--- src/rtl/bsh_pkg.sv ---
// Package: shared encodings for the word shifter.
// Assumes a two-bit kind code that the instruction decoder drives directly.
package bsh_pkg;

    // Kind of movement applied to the word; the codes are fixed by the decoder.
    typedef enum logic [1:0] {
        BSH_LSL = 2'd0,
        BSH_LSR = 2'd1,
        BSH_ASR = 2'd2,
        BSH_ROR = 2'd3
    } bsh_kind_e;

endpackage

--- src/rtl/bsh_amount_sel.sv ---
// Module: bsh_amount_sel
// Picks the shift amount from either the immediate field or the low byte of
// the register operand, and classifies it: zero, exactly one word width,
// above one word width, and zero modulo the word width.
// Assumes WORD_W is a power of two and REG_AMT_W > log2(WORD_W).
module bsh_amount_sel #(
    parameter int WORD_W    = 32,
    parameter int IMM_W     = 5,
    parameter int REG_AMT_W = 8
) (
    input  logic                        amt_from_reg,
    input  logic [IMM_W-1:0]            amt_imm,
    input  logic [WORD_W-1:0]           amt_reg_word,
    output logic                        amt_zero,
    output logic                        amt_eq_w,
    output logic                        amt_gt_w,
    output logic                        low_zero,
    output logic [$clog2(WORD_W)-1:0]   amt_low
);
    localparam int LOG_W = $clog2(WORD_W);

    logic [REG_AMT_W-1:0] amt;
    logic                 unused_reg_hi;

    // Bits of the register word above the amount byte play no part.
    assign unused_reg_hi = ^amt_reg_word[WORD_W-1:REG_AMT_W];

    // Choose the source of the amount, widening the immediate.
    always_comb begin
        if (amt_from_reg) begin
            amt = amt_reg_word[REG_AMT_W-1:0];
        end else begin
            amt = REG_AMT_W'(amt_imm);
        end
    end

    // Classify the amount for the saturation and passthrough paths.
    always_comb begin
        amt_zero = (amt == '0);
        amt_eq_w = (amt == REG_AMT_W'(WORD_W));
        amt_gt_w = (amt >  REG_AMT_W'(WORD_W));
        amt_low  = amt[LOG_W-1:0];
        low_zero = (amt[LOG_W-1:0] == '0);
    end

    // Check that an immediate amount never reaches the saturating range.
    always_comb begin
        if (!amt_from_reg) begin
            p_imm_no_sat_r5: assert (!amt_eq_w && !amt_gt_w)
                else $error("immediate amount classified as saturating");
        end
    end

endmodule

--- src/rtl/bsh_log_shifter.sv ---
// Module: bsh_log_shifter
// Logarithmic shift network. Stage k moves the word by 2^k positions when bit
// k of the amount is set, using the fill that the selected kind requires.
// Covers amounts 0 to WORD_W-1 only; saturation is handled downstream.
// Assumes WORD_W is a power of two.
module bsh_log_shifter
    import bsh_pkg::*;
#(
    parameter int WORD_W = 32
) (
    input  logic [WORD_W-1:0]           data_in,
    input  bsh_kind_e                   kind,
    input  logic [$clog2(WORD_W)-1:0]   amt_low,
    output logic [WORD_W-1:0]           shifted
);
    localparam int LOG_W = $clog2(WORD_W);

    logic [WORD_W-1:0] stage [0:LOG_W];
    logic              sign_bit;

    assign sign_bit = data_in[WORD_W-1];
    assign stage[0] = data_in;

    for (genvar k = 0; k < LOG_W; k++) begin : g_stage
        localparam int S = 1 << k;
        logic [WORD_W-1:0] moved;

        // Move this stage's input by 2^k with the fill for the kind.
        always_comb begin
            unique case (kind)
                BSH_LSL: moved = {stage[k][WORD_W-1-S:0], {S{1'b0}}};
                BSH_LSR: moved = {{S{1'b0}}, stage[k][WORD_W-1:S]};
                BSH_ASR: moved = {{S{sign_bit}}, stage[k][WORD_W-1:S]};
                BSH_ROR: moved = {stage[k][S-1:0], stage[k][WORD_W-1:S]};
                default: moved = stage[k];
            endcase
        end

        // Apply the stage only when its amount bit is set.
        assign stage[k+1] = amt_low[k] ? moved : stage[k];
    end

    assign shifted = stage[LOG_W];

    // After a left shift, no bit below the amount may be set.
    always_comb begin
        if (kind == BSH_LSL) begin
            p_lsl_low_clear_r1: assert ((shifted & ~({WORD_W{1'b1}} << amt_low)) == '0)
                else $error("left shift left bits set below the amount");
        end
    end

endmodule

--- src/rtl/bsh_edge_fix.sv ---
// Module: bsh_edge_fix
// Produces the final word and carry. It handles the zero amount
// (passthrough), full-width and larger amounts (saturation) and the rotate
// wrap, and picks the last bit shifted out as the carry.
// Assumes shifted comes from bsh_log_shifter with the same kind and amt_low.
module bsh_edge_fix
    import bsh_pkg::*;
#(
    parameter int WORD_W = 32
) (
    input  logic [WORD_W-1:0]           data_in,
    input  logic                        carry_in,
    input  bsh_kind_e                   kind,
    input  logic                        amt_zero,
    input  logic                        amt_eq_w,
    input  logic                        amt_gt_w,
    input  logic                        low_zero,
    input  logic [$clog2(WORD_W)-1:0]   amt_low,
    input  logic [WORD_W-1:0]           shifted,
    output logic [WORD_W-1:0]           data_out,
    output logic                        carry_out
);
    localparam int LOG_W = $clog2(WORD_W);

    logic [LOG_W:0]   left_idx_w;
    logic [LOG_W-1:0] left_idx;
    logic [LOG_W-1:0] right_idx;
    logic             sign_bit;
    logic             left_bit;
    logic             right_bit;

    // Positions of the last bit leaving the word for an in-range amount.
    always_comb begin
        left_idx_w = (LOG_W+1)'(WORD_W) - {1'b0, amt_low};
        left_idx   = left_idx_w[LOG_W-1:0];
        right_idx  = amt_low - 1'b1;
        sign_bit   = data_in[WORD_W-1];
        left_bit   = data_in[left_idx];
        right_bit  = data_in[right_idx];
    end

    // Select the word and carry for each kind and amount range.
    always_comb begin
        data_out  = shifted;
        carry_out = carry_in;
        if (amt_zero) begin
            data_out  = data_in;
            carry_out = carry_in;
        end else begin
            unique case (kind)
                BSH_LSL: begin
                    if (amt_gt_w) begin
                        data_out  = '0;
                        carry_out = 1'b0;
                    end else if (amt_eq_w) begin
                        data_out  = '0;
                        carry_out = data_in[0];
                    end else begin
                        carry_out = left_bit;
                    end
                end
                BSH_LSR: begin
                    if (amt_gt_w) begin
                        data_out  = '0;
                        carry_out = 1'b0;
                    end else if (amt_eq_w) begin
                        data_out  = '0;
                        carry_out = sign_bit;
                    end else begin
                        carry_out = right_bit;
                    end
                end
                BSH_ASR: begin
                    if (amt_gt_w || amt_eq_w) begin
                        data_out  = {WORD_W{sign_bit}};
                        carry_out = sign_bit;
                    end else begin
                        carry_out = right_bit;
                    end
                end
                BSH_ROR: begin
                    if (low_zero) begin
                        data_out  = data_in;
                        carry_out = sign_bit;
                    end else begin
                        carry_out = shifted[WORD_W-1];
                    end
                end
                default: begin
                    data_out  = shifted;
                    carry_out = carry_in;
                end
            endcase
        end
    end

    // A rotation keeps the number of set bits.
    always_comb begin
        if (kind == BSH_ROR) begin
            p_rot_keeps_ones_r4: assert ($countones(data_out) == $countones(data_in))
                else $error("rotate changed the population count");
        end
    end

    // Logical shifts past one word clear both the word and the carry.
    always_comb begin
        if ((kind == BSH_LSL || kind == BSH_LSR) && amt_gt_w && !amt_zero) begin
            p_sat_clear_r7: assert (data_out == '0 && carry_out == 1'b0)
                else $error("logical shift beyond word width not cleared");
        end
    end

    // Arithmetic shifts of a full word or more leave only sign copies.
    always_comb begin
        if (kind == BSH_ASR && (amt_gt_w || amt_eq_w)) begin
            p_asr_all_sign_r8: assert ((data_out == {WORD_W{data_in[WORD_W-1]}})
                                       && carry_out == data_in[WORD_W-1])
                else $error("arithmetic saturation lost the sign");
        end
    end

endmodule

--- src/rtl/bsh_top.sv ---
// Module: bsh_top
// Combinational word shifter: amount selection, a logarithmic shift network
// and the saturation/carry stage. It holds no state and uses no clock.
// Assumes the kind code and the source select are stable while it is used.
module bsh_top
    import bsh_pkg::*;
#(
    parameter int WORD_W    = 32,
    parameter int IMM_W     = 5,
    parameter int REG_AMT_W = 8
) (
    input  logic [WORD_W-1:0] data_in,
    input  logic              carry_in,
    input  logic [1:0]        shift_kind,
    input  logic              amt_from_reg,
    input  logic [IMM_W-1:0]  amt_imm,
    input  logic [WORD_W-1:0] amt_reg_word,
    output logic [WORD_W-1:0] data_out,
    output logic              carry_out
);
    localparam int LOG_W = $clog2(WORD_W);

    bsh_kind_e         kind;
    logic              amt_zero;
    logic              amt_eq_w;
    logic              amt_gt_w;
    logic              low_zero;
    logic [LOG_W-1:0]  amt_low;
    logic [WORD_W-1:0] shifted;

    // Interpret the kind code from the decoder.
    assign kind = bsh_kind_e'(shift_kind);

    bsh_amount_sel #(
        .WORD_W    (WORD_W),
        .IMM_W     (IMM_W),
        .REG_AMT_W (REG_AMT_W)
    ) u_amount (
        .amt_from_reg (amt_from_reg),
        .amt_imm      (amt_imm),
        .amt_reg_word (amt_reg_word),
        .amt_zero     (amt_zero),
        .amt_eq_w     (amt_eq_w),
        .amt_gt_w     (amt_gt_w),
        .low_zero     (low_zero),
        .amt_low      (amt_low)
    );

    bsh_log_shifter #(
        .WORD_W (WORD_W)
    ) u_network (
        .data_in (data_in),
        .kind    (kind),
        .amt_low (amt_low),
        .shifted (shifted)
    );

    bsh_edge_fix #(
        .WORD_W (WORD_W)
    ) u_edge (
        .data_in   (data_in),
        .carry_in  (carry_in),
        .kind      (kind),
        .amt_zero  (amt_zero),
        .amt_eq_w  (amt_eq_w),
        .amt_gt_w  (amt_gt_w),
        .low_zero  (low_zero),
        .amt_low   (amt_low),
        .shifted   (shifted),
        .data_out  (data_out),
        .carry_out (carry_out)
    );

    // A zero amount passes the word and the carry flag through.
    always_comb begin
        if (amt_zero) begin
            p_zero_pass_r6: assert (data_out == data_in && carry_out == carry_in)
                else $error("zero amount altered the word or carry");
        end
    end

    // A right arithmetic shift never changes the sign bit.
    always_comb begin
        if (kind == BSH_ASR) begin
            p_asr_sign_kept_r3: assert (data_out[WORD_W-1] == data_in[WORD_W-1])
                else $error("arithmetic shift changed the sign");
        end
    end

endmodule

--- config.mk ---
export PLATFORM = sky130hd
export DESIGN_NAME = bsh_top
export DESIGN_NICKNAME = d
export VERILOG_FILES = /design/src/rtl/bsh_pkg.sv /design/src/rtl/bsh_amount_sel.sv /design/src/rtl/bsh_log_shifter.sv /design/src/rtl/bsh_edge_fix.sv /design/src/rtl/bsh_top.sv
export SDC_FILE = /design/constraint.sdc
export NUM_CORES = 1
export LEC_CHECK = 0
export CAP_MARGIN = 20
export CELL_PAD_IN_SITES_DETAIL_PLACEMENT = 0
export CELL_PAD_IN_SITES_GLOBAL_PLACEMENT = 1
export CORE_MARGIN = 8
export CORE_UTILIZATION = 42
export DETAILED_ROUTE_END_ITERATION = 10
export GPL_TIMING_DRIVEN = 1
export PLACE_DENSITY_LB_ADDON = 0.1
export SYNTH_ARGS = -nofsm -noshare
export SYNTH_HDL_FRONTEND = slang
export SYNTH_SLANG_ARGS = --single-unit
--- constraint.sdc ---
create_clock -name vclk -period 16.2
set_input_delay 4.05 -clock vclk [all_inputs]
set_output_delay 4.05 -clock vclk [all_outputs]
set_load 0.05 [all_outputs]
======== Word-level counts from Yosys, hierarchy flattened ========
Cells that the tools add are included.
cells by class
  add/subtract/negate cells ............... 2
  order comparisons ....................... 3
  equal/unequal tests ..................... 4
  mux-type cells .......................... 29
  reduce and logical (&&, ||, !) cells .... 5
operator list
  operator               count
  $pmux W32 S3           4
  $mux W32               10
  $pmux W32 S4           2
  $lt A5 B6 Y1 const B   2
  $bmux W1 S5            2
  $mux W1                9
  $eq A8 B6 Y1 const B   1
  $gt A8 B6 Y1 const B   1
  $logic_not A8 Y1       1
  $mux W8                1
  $logic_not A5 Y1       1
  $sub A1 B5 Y5 const A  1
  $sub A5 B1 Y5 const B  1
  $eq A2 B2 Y1 const B   2
  $pmux W1 S4            1
  $eq A2 B1 Y1 const B   1
  $logic_not A2 Y1       1
  $reduce_or A2 Y1       1
  $logic_or A1 B1 Y1     1
storage, ports and cells
  register bits ........................... 0
  bits of input ports ..................... 73
  output and inout port bits .............. 33
  word-level logic and storage cells ...... 43

======== Logic depth before layout (Yosys ltp) ========
  depth after elaboration ................. 15
  depth in mapped cells ................... 19

======== Modules after synthesis ========
A second synthesis with hierarchy kept.
unflattened totals
  cell total of the unflattened synthesis .. 888
  area, all modules ....................... 5804.3 um^2
by module, submodules not included
  module           instances  cells each  area an instance (um^2)  sequential area each (um^2)
  bsh_log_shifter  1          671         4336.7                   0.0
  bsh_edge_fix     1          197         1311.3                   0.0
  bsh_amount_sel   1          20          156.4                    0.0

======== Worst setup path before layout ========
No wires, ideal clock.
  path type ............................... input -> output
  start point ............................. input port amt_from_reg
  end point ............................... output port data_out[1]
  arrival ................................. 7688 ps
  data required time ...................... 12150 ps
  path slack .............................. 4462 ps
  cell stages on the path ................. 17
  buffers on the path ..................... 7
  path through ............................ buf_6 -> mux2_4 -> buf_6 -> clkinv_2 -> buf_6 -> buf_6 -> buf_4 -> buf_2 -> ha_1 -> nand2_1 -> inv_1 -> ha_1 -> clkbuf_1 -> nand2_1 -> nand2_1 -> nor2_1 -> o21ai_0
on the way
  cells in the longest elaborated chain, start to end .. 14
ends and longest elaborated chain
  what             RTL line                                text
  start, declared  bsh_top.sv:15                           input logic amt_from_reg,
  $mux W8 *        bsh_amount_sel.sv:30                    if (amt_from_reg) begin
  $mux W32         bsh_log_shifter.sv:40                   assign stage[k+1] = amt_low[k] ? moved : stage[k];
  $pmux W32 S4     bsh_log_shifter.sv:30                   unique case (kind)
  $mux W32         bsh_log_shifter.sv:40
  $pmux W32 S3     bsh_log_shifter.sv:30
  $mux W32         bsh_log_shifter.sv:40
  $pmux W32 S3     bsh_log_shifter.sv:30
  $mux W32         bsh_log_shifter.sv:40
  $pmux W32 S3     bsh_log_shifter.sv:30
  $mux W32         bsh_log_shifter.sv:40
  $mux W32         bsh_edge_fix.sv:55, bsh_edge_fix.sv:66
  $mux W32         bsh_edge_fix.sv:63                      if (amt_gt_w) begin
  $pmux W32 S3     bsh_edge_fix.sv:50                      unique case (kind)
  $mux W32 *       bsh_edge_fix.sv:46                      if (amt_zero) begin
  end, declared    bsh_top.sv:18                           output logic [WORD_W-1:0] data_out,
Mark *: on every way between the ends. The rest lies on a longest branch, timed or not.

======== Worst setup path after layout ========
  start point ............................. input port amt_from_reg
  end point ............................... output port data_out[17]
Same word-level chain as after synthesis.

==> metrics.log <==
INFO  metric critPathLaunch = amt_from_reg
INFO  metric rsz0062_at_grt = no
INFO  metric maxSlewViolCount = 0
INFO  metric cts-resized-gates = 0
INFO  metric max_stage_delay = just under 1 ns
INFO  metric flops_and_latches = 0
INFO  metric initial_antenna_violation_count = 0
INFO  metric worstHoldPathType = in -> out
INFO  metric main_combinational_cell_family_by_area_after_synthesis = compound AO/OA/AOI/OAI gates
INFO  metric detailed_routing_iteration_count_for_the_pre_antenna_repair_pass = 6
INFO  metric finalWirelength = 34800 µm
INFO  metric synth_simple_gate_area_share = 25.4%
INFO  metric vdd_ir_drop_max = 0.0339 mV
INFO  metric yosys.area.top_type_share = between 8 and 9%
INFO  metric initial_core_util = between 40% and 50%
INFO  metric gr-usage-all-layers = a little over a third
INFO  metric cell_at_the_slowest_stage_of_the_critical_path = sky130_fd_sc_hd__clkdlybuf4s50_1
INFO  metric syn_nets = between 1000 and 1500
INFO  metric area_delta_synth_final = 12.5%
INFO  metric final_antenna_net_count = 0
INFO  metric die_w = 136 µm
INFO  metric syn-cell-area = 0.00601 mm²
INFO  metric rows = 43
INFO  metric power_per_cell_area = 60.6 mW/mm²
INFO  metric yosys_warnings = 0
INFO  metric layout-drive-gt1-share = under 10%
INFO  metric die_area = 0.0184 mm²
INFO  metric overflow_after_grt = 0
INFO  metric final-seq-area = 0 µm²
INFO  metric inserted_diodes = 0
INFO  metric timing_worst_slew_pin_value = 1.11 ns
INFO  metric path_max_fanout = 73
INFO  metric endpoint_kind = output pin
INFO  metric sequential_element_share_of_the_synthesized_area = 0%
INFO  metric dp_hpwl = 24600 µm
INFO  metric synth_mux_area_share = 13.7%
INFO  metric place.port_buffers = 82
INFO  metric drt_wl_cell = a little over 30 µm
INFO  metric min_delay_path_depth = 3
INFO  metric static-leakage-power = 2.34 nW
INFO  metric clock_buffer_count = 0
INFO  metric critPathRequiredTime = 12.15 ns
INFO  metric design.portCount = 106
INFO  metric post_cts.repair.setup_buffers = 0
INFO  metric hold_viol_final = 0
INFO  metric cts_hold_buf = 0
INFO  metric area_fraction_in_compound_gates_after_synthesis = 50.8%
INFO  metric grt_first_pass_wirelength = 52100 µm
INFO  metric pin_count_of_the_biggest_net_entering_global_routing = 74
INFO  metric synth_fa_ha_area_share = less than 1%
INFO  metric period_minus_slack = 13.66 ns
INFO  metric cap_viol_max_count = 0
INFO  metric design.final.nets = approximately 1000
INFO  metric setup_viol_count_final = 0
INFO  metric timing.final.crit_share = between 80% and 90%
INFO  metric cells_traversed_along_the_worst_timing_path = clkdlybuf4s50_1 -> mux2_4 -> clkinv_2 -> buf_4 -> nand2_1 -> a311oi_1 -> nand2_1 -> o211ai_1 -> o32a_1 -> a21oi_1 -> a2111oi_0 -> o31a_1 -> clkdlybuf4s50_1
INFO  metric final_area = around 0.0068 mm²
INFO  metric syn_area_per_cell = 6.15 µm²
INFO  metric multi_input_comb_area = 0.00549 mm²
INFO  metric fmax = 73.2 MHz
INFO  metric status = completed
INFO  metric gp_routability_congestion = 1.02
INFO  metric drt_iter0_drc = 1340
INFO  metric synth_cells = around 980
INFO  metric critPathArrivalTime = 9.61 ns
INFO  metric xor_xnor_share_of_the_synthesized_area = 0.729%
INFO  metric route.detailed.drc = 0
INFO  metric post-synth-top-area-cell = sky130_fd_sc_hd__a21oi_1
INFO  metric max_slew_margin = 26.0%
INFO  metric synthTopCellsByArea = sky130_fd_sc_hd__a21oi_1 8.3%, sky130_fd_sc_hd__nand2_1 8.1%, sky130_fd_sc_hd__o21ai_0 6.7%, sky130_fd_sc_hd__mux2i_1 6.5%, sky130_fd_sc_hd__nor2_1 5.7%
INFO  metric cp-endpoint = data_out[17]
INFO  metric fill_cells = 1542
INFO  metric detailed_place.area = 0.00674 mm²
INFO  metric floorplan.core_area = about 0.014 mm²
INFO  metric setup-tns-final = 0 ns
INFO  metric dr_total_vias = 8732
INFO  metric post_drt_via_cell_ratio = 7.59
INFO  metric yosysUniqueCellTypes = just over 80
INFO  metric setup.worst_path.start_class = primary input
INFO  metric die_height = 136 µm
INFO  metric critical_path_class = in -> out
INFO  metric number_of_global_route_vias_before_repair = 8166
## worst max-delay path: cells and delay by family
family / cells / cell delay (ns)
muxes: 1 / 0.62
buffers and inverters: 4 / 2.62
and+or+nand+nor: 2 / 0.36
AOI/OAI and AO/OA: 6 / 1.91
## placed cells by master (no fill, tap or decap), types with 7 or more instances in the layout
master / n
sky130_fd_sc_hd__o31ai_1: 9
sky130_fd_sc_hd__a221oi_1: 9
sky130_fd_sc_hd__a211o_1: 7
sky130_fd_sc_hd__buf_4: 25
sky130_fd_sc_hd__a211oi_1: 28
sky130_fd_sc_hd__nor3_1: 19
sky130_fd_sc_hd__nor2_1: 90
sky130_fd_sc_hd__o211ai_1: 28
sky130_fd_sc_hd__nor2b_1: 7
sky130_fd_sc_hd__o21a_1: 20
sky130_fd_sc_hd__a21o_1: 8
sky130_fd_sc_hd__mux4_2: 13
sky130_fd_sc_hd__clkdlybuf4s50_1: 80
sky130_fd_sc_hd__mux2_2: 10
sky130_fd_sc_hd__o32ai_1: 9
sky130_fd_sc_hd__a32oi_1: 10
sky130_fd_sc_hd__mux2i_1: 38
sky130_fd_sc_hd__a2111oi_0: 10
sky130_fd_sc_hd__nand2_1: 129
sky130_fd_sc_hd__nor3b_1: 9
sky130_fd_sc_hd__a311oi_1: 7
sky130_fd_sc_hd__o21ai_0: 80
sky130_fd_sc_hd__o221ai_1: 9
sky130_fd_sc_hd__a31oi_1: 20
sky130_fd_sc_hd__nand3_1: 43
sky130_fd_sc_hd__o22ai_1: 18
sky130_fd_sc_hd__a21oi_1: 100
## layer usage
layer	up-vias	GRT usage (%)	wire length (µm)
li1	3780	-	-
met3	149	8.38	4610
met4	0	24.0	2520
met5	-	0	0
met1	4110	47.4	13200
met2	693	52.8	14500
## power by group
part	internal (mW)	leakage [nW]	switching, mW	total (mW)
registers	0	0	0	0
logic	0.135	2.34	0.274	0.409
clock network	0	0	0	0
total	0.135	2.34	0.274	0.409
## synth_stat cells, drive strengths merged (5+ instances only)
cell     instances
inv              5
a311oi           8
nand4            5
o22ai           18
a2bb2oi          5
a21o             8
mux2i           40
o21ai           83
nand3           43
nor3b            9
mux4            13
or2              6
a221oi          10
a21oi          100
a31oi           20
buf             44
a2111oi         10
o31ai            9
nand2b           6
a211oi          30
and2             7
nor2b            7
a22oi            6
mux2            11
o21a            20
o32ai            9
nand2          130
or3b             6
nor2            92
nor3            19
a32oi           10
o211ai          28
a211o            7
o31a             5
clkbuf          71
a21boi           5
o221ai          10
o2111ai          6
## cell type report
| cell class | instances | area share, % |
|---|---|---|
| tap | 180 | 3.33 |
| timing repair buffer | 109 | 15.0 |
| inverter | 7 | 0.407 |
| multi-input combinational | 855 | 81.3 |
## worst min-delay path by stage
stage                      startpoint           end  slack, ns
after floorplan           data_in[12]  data_out[12]       8.47
after global placement       carry_in     carry_out       9.48
after detailed placement     carry_in     carry_out       9.49
after CTS                    carry_in     carry_out       9.49
after global routing         carry_in     carry_out       9.51
final                        carry_in     carry_out       9.49
## per-stage QoR
stage	instances	setup slack, ns	hold slack [ns]	total power [mW]	util (%)
after floorplan	977	4.46	8.47	0.269	-
after global placement	1149	2.66	9.48	0.396	48.4
after detailed placement	1149	2.66	9.49	0.394	48.4
after CTS	1149	2.63	9.49	0.396	48.4
after global routing	1151	2.26	9.51	0.430	48.5
final	1151	2.54	9.49	0.409	48.5
## cell families (layout without fill, tap and decap cells)
family / Yosys count / after routing
xor gates and xnor gates: 5 / 5
AOI/OAI and AO/OA: 445 / 445
adders and majority gates: 2 / 2
and+or+nand+nor: 339 / 339
muxes: 64 / 64
buffers and inverters: 122 / 116
No activity file was read; power rests on OpenSTA's default activity.
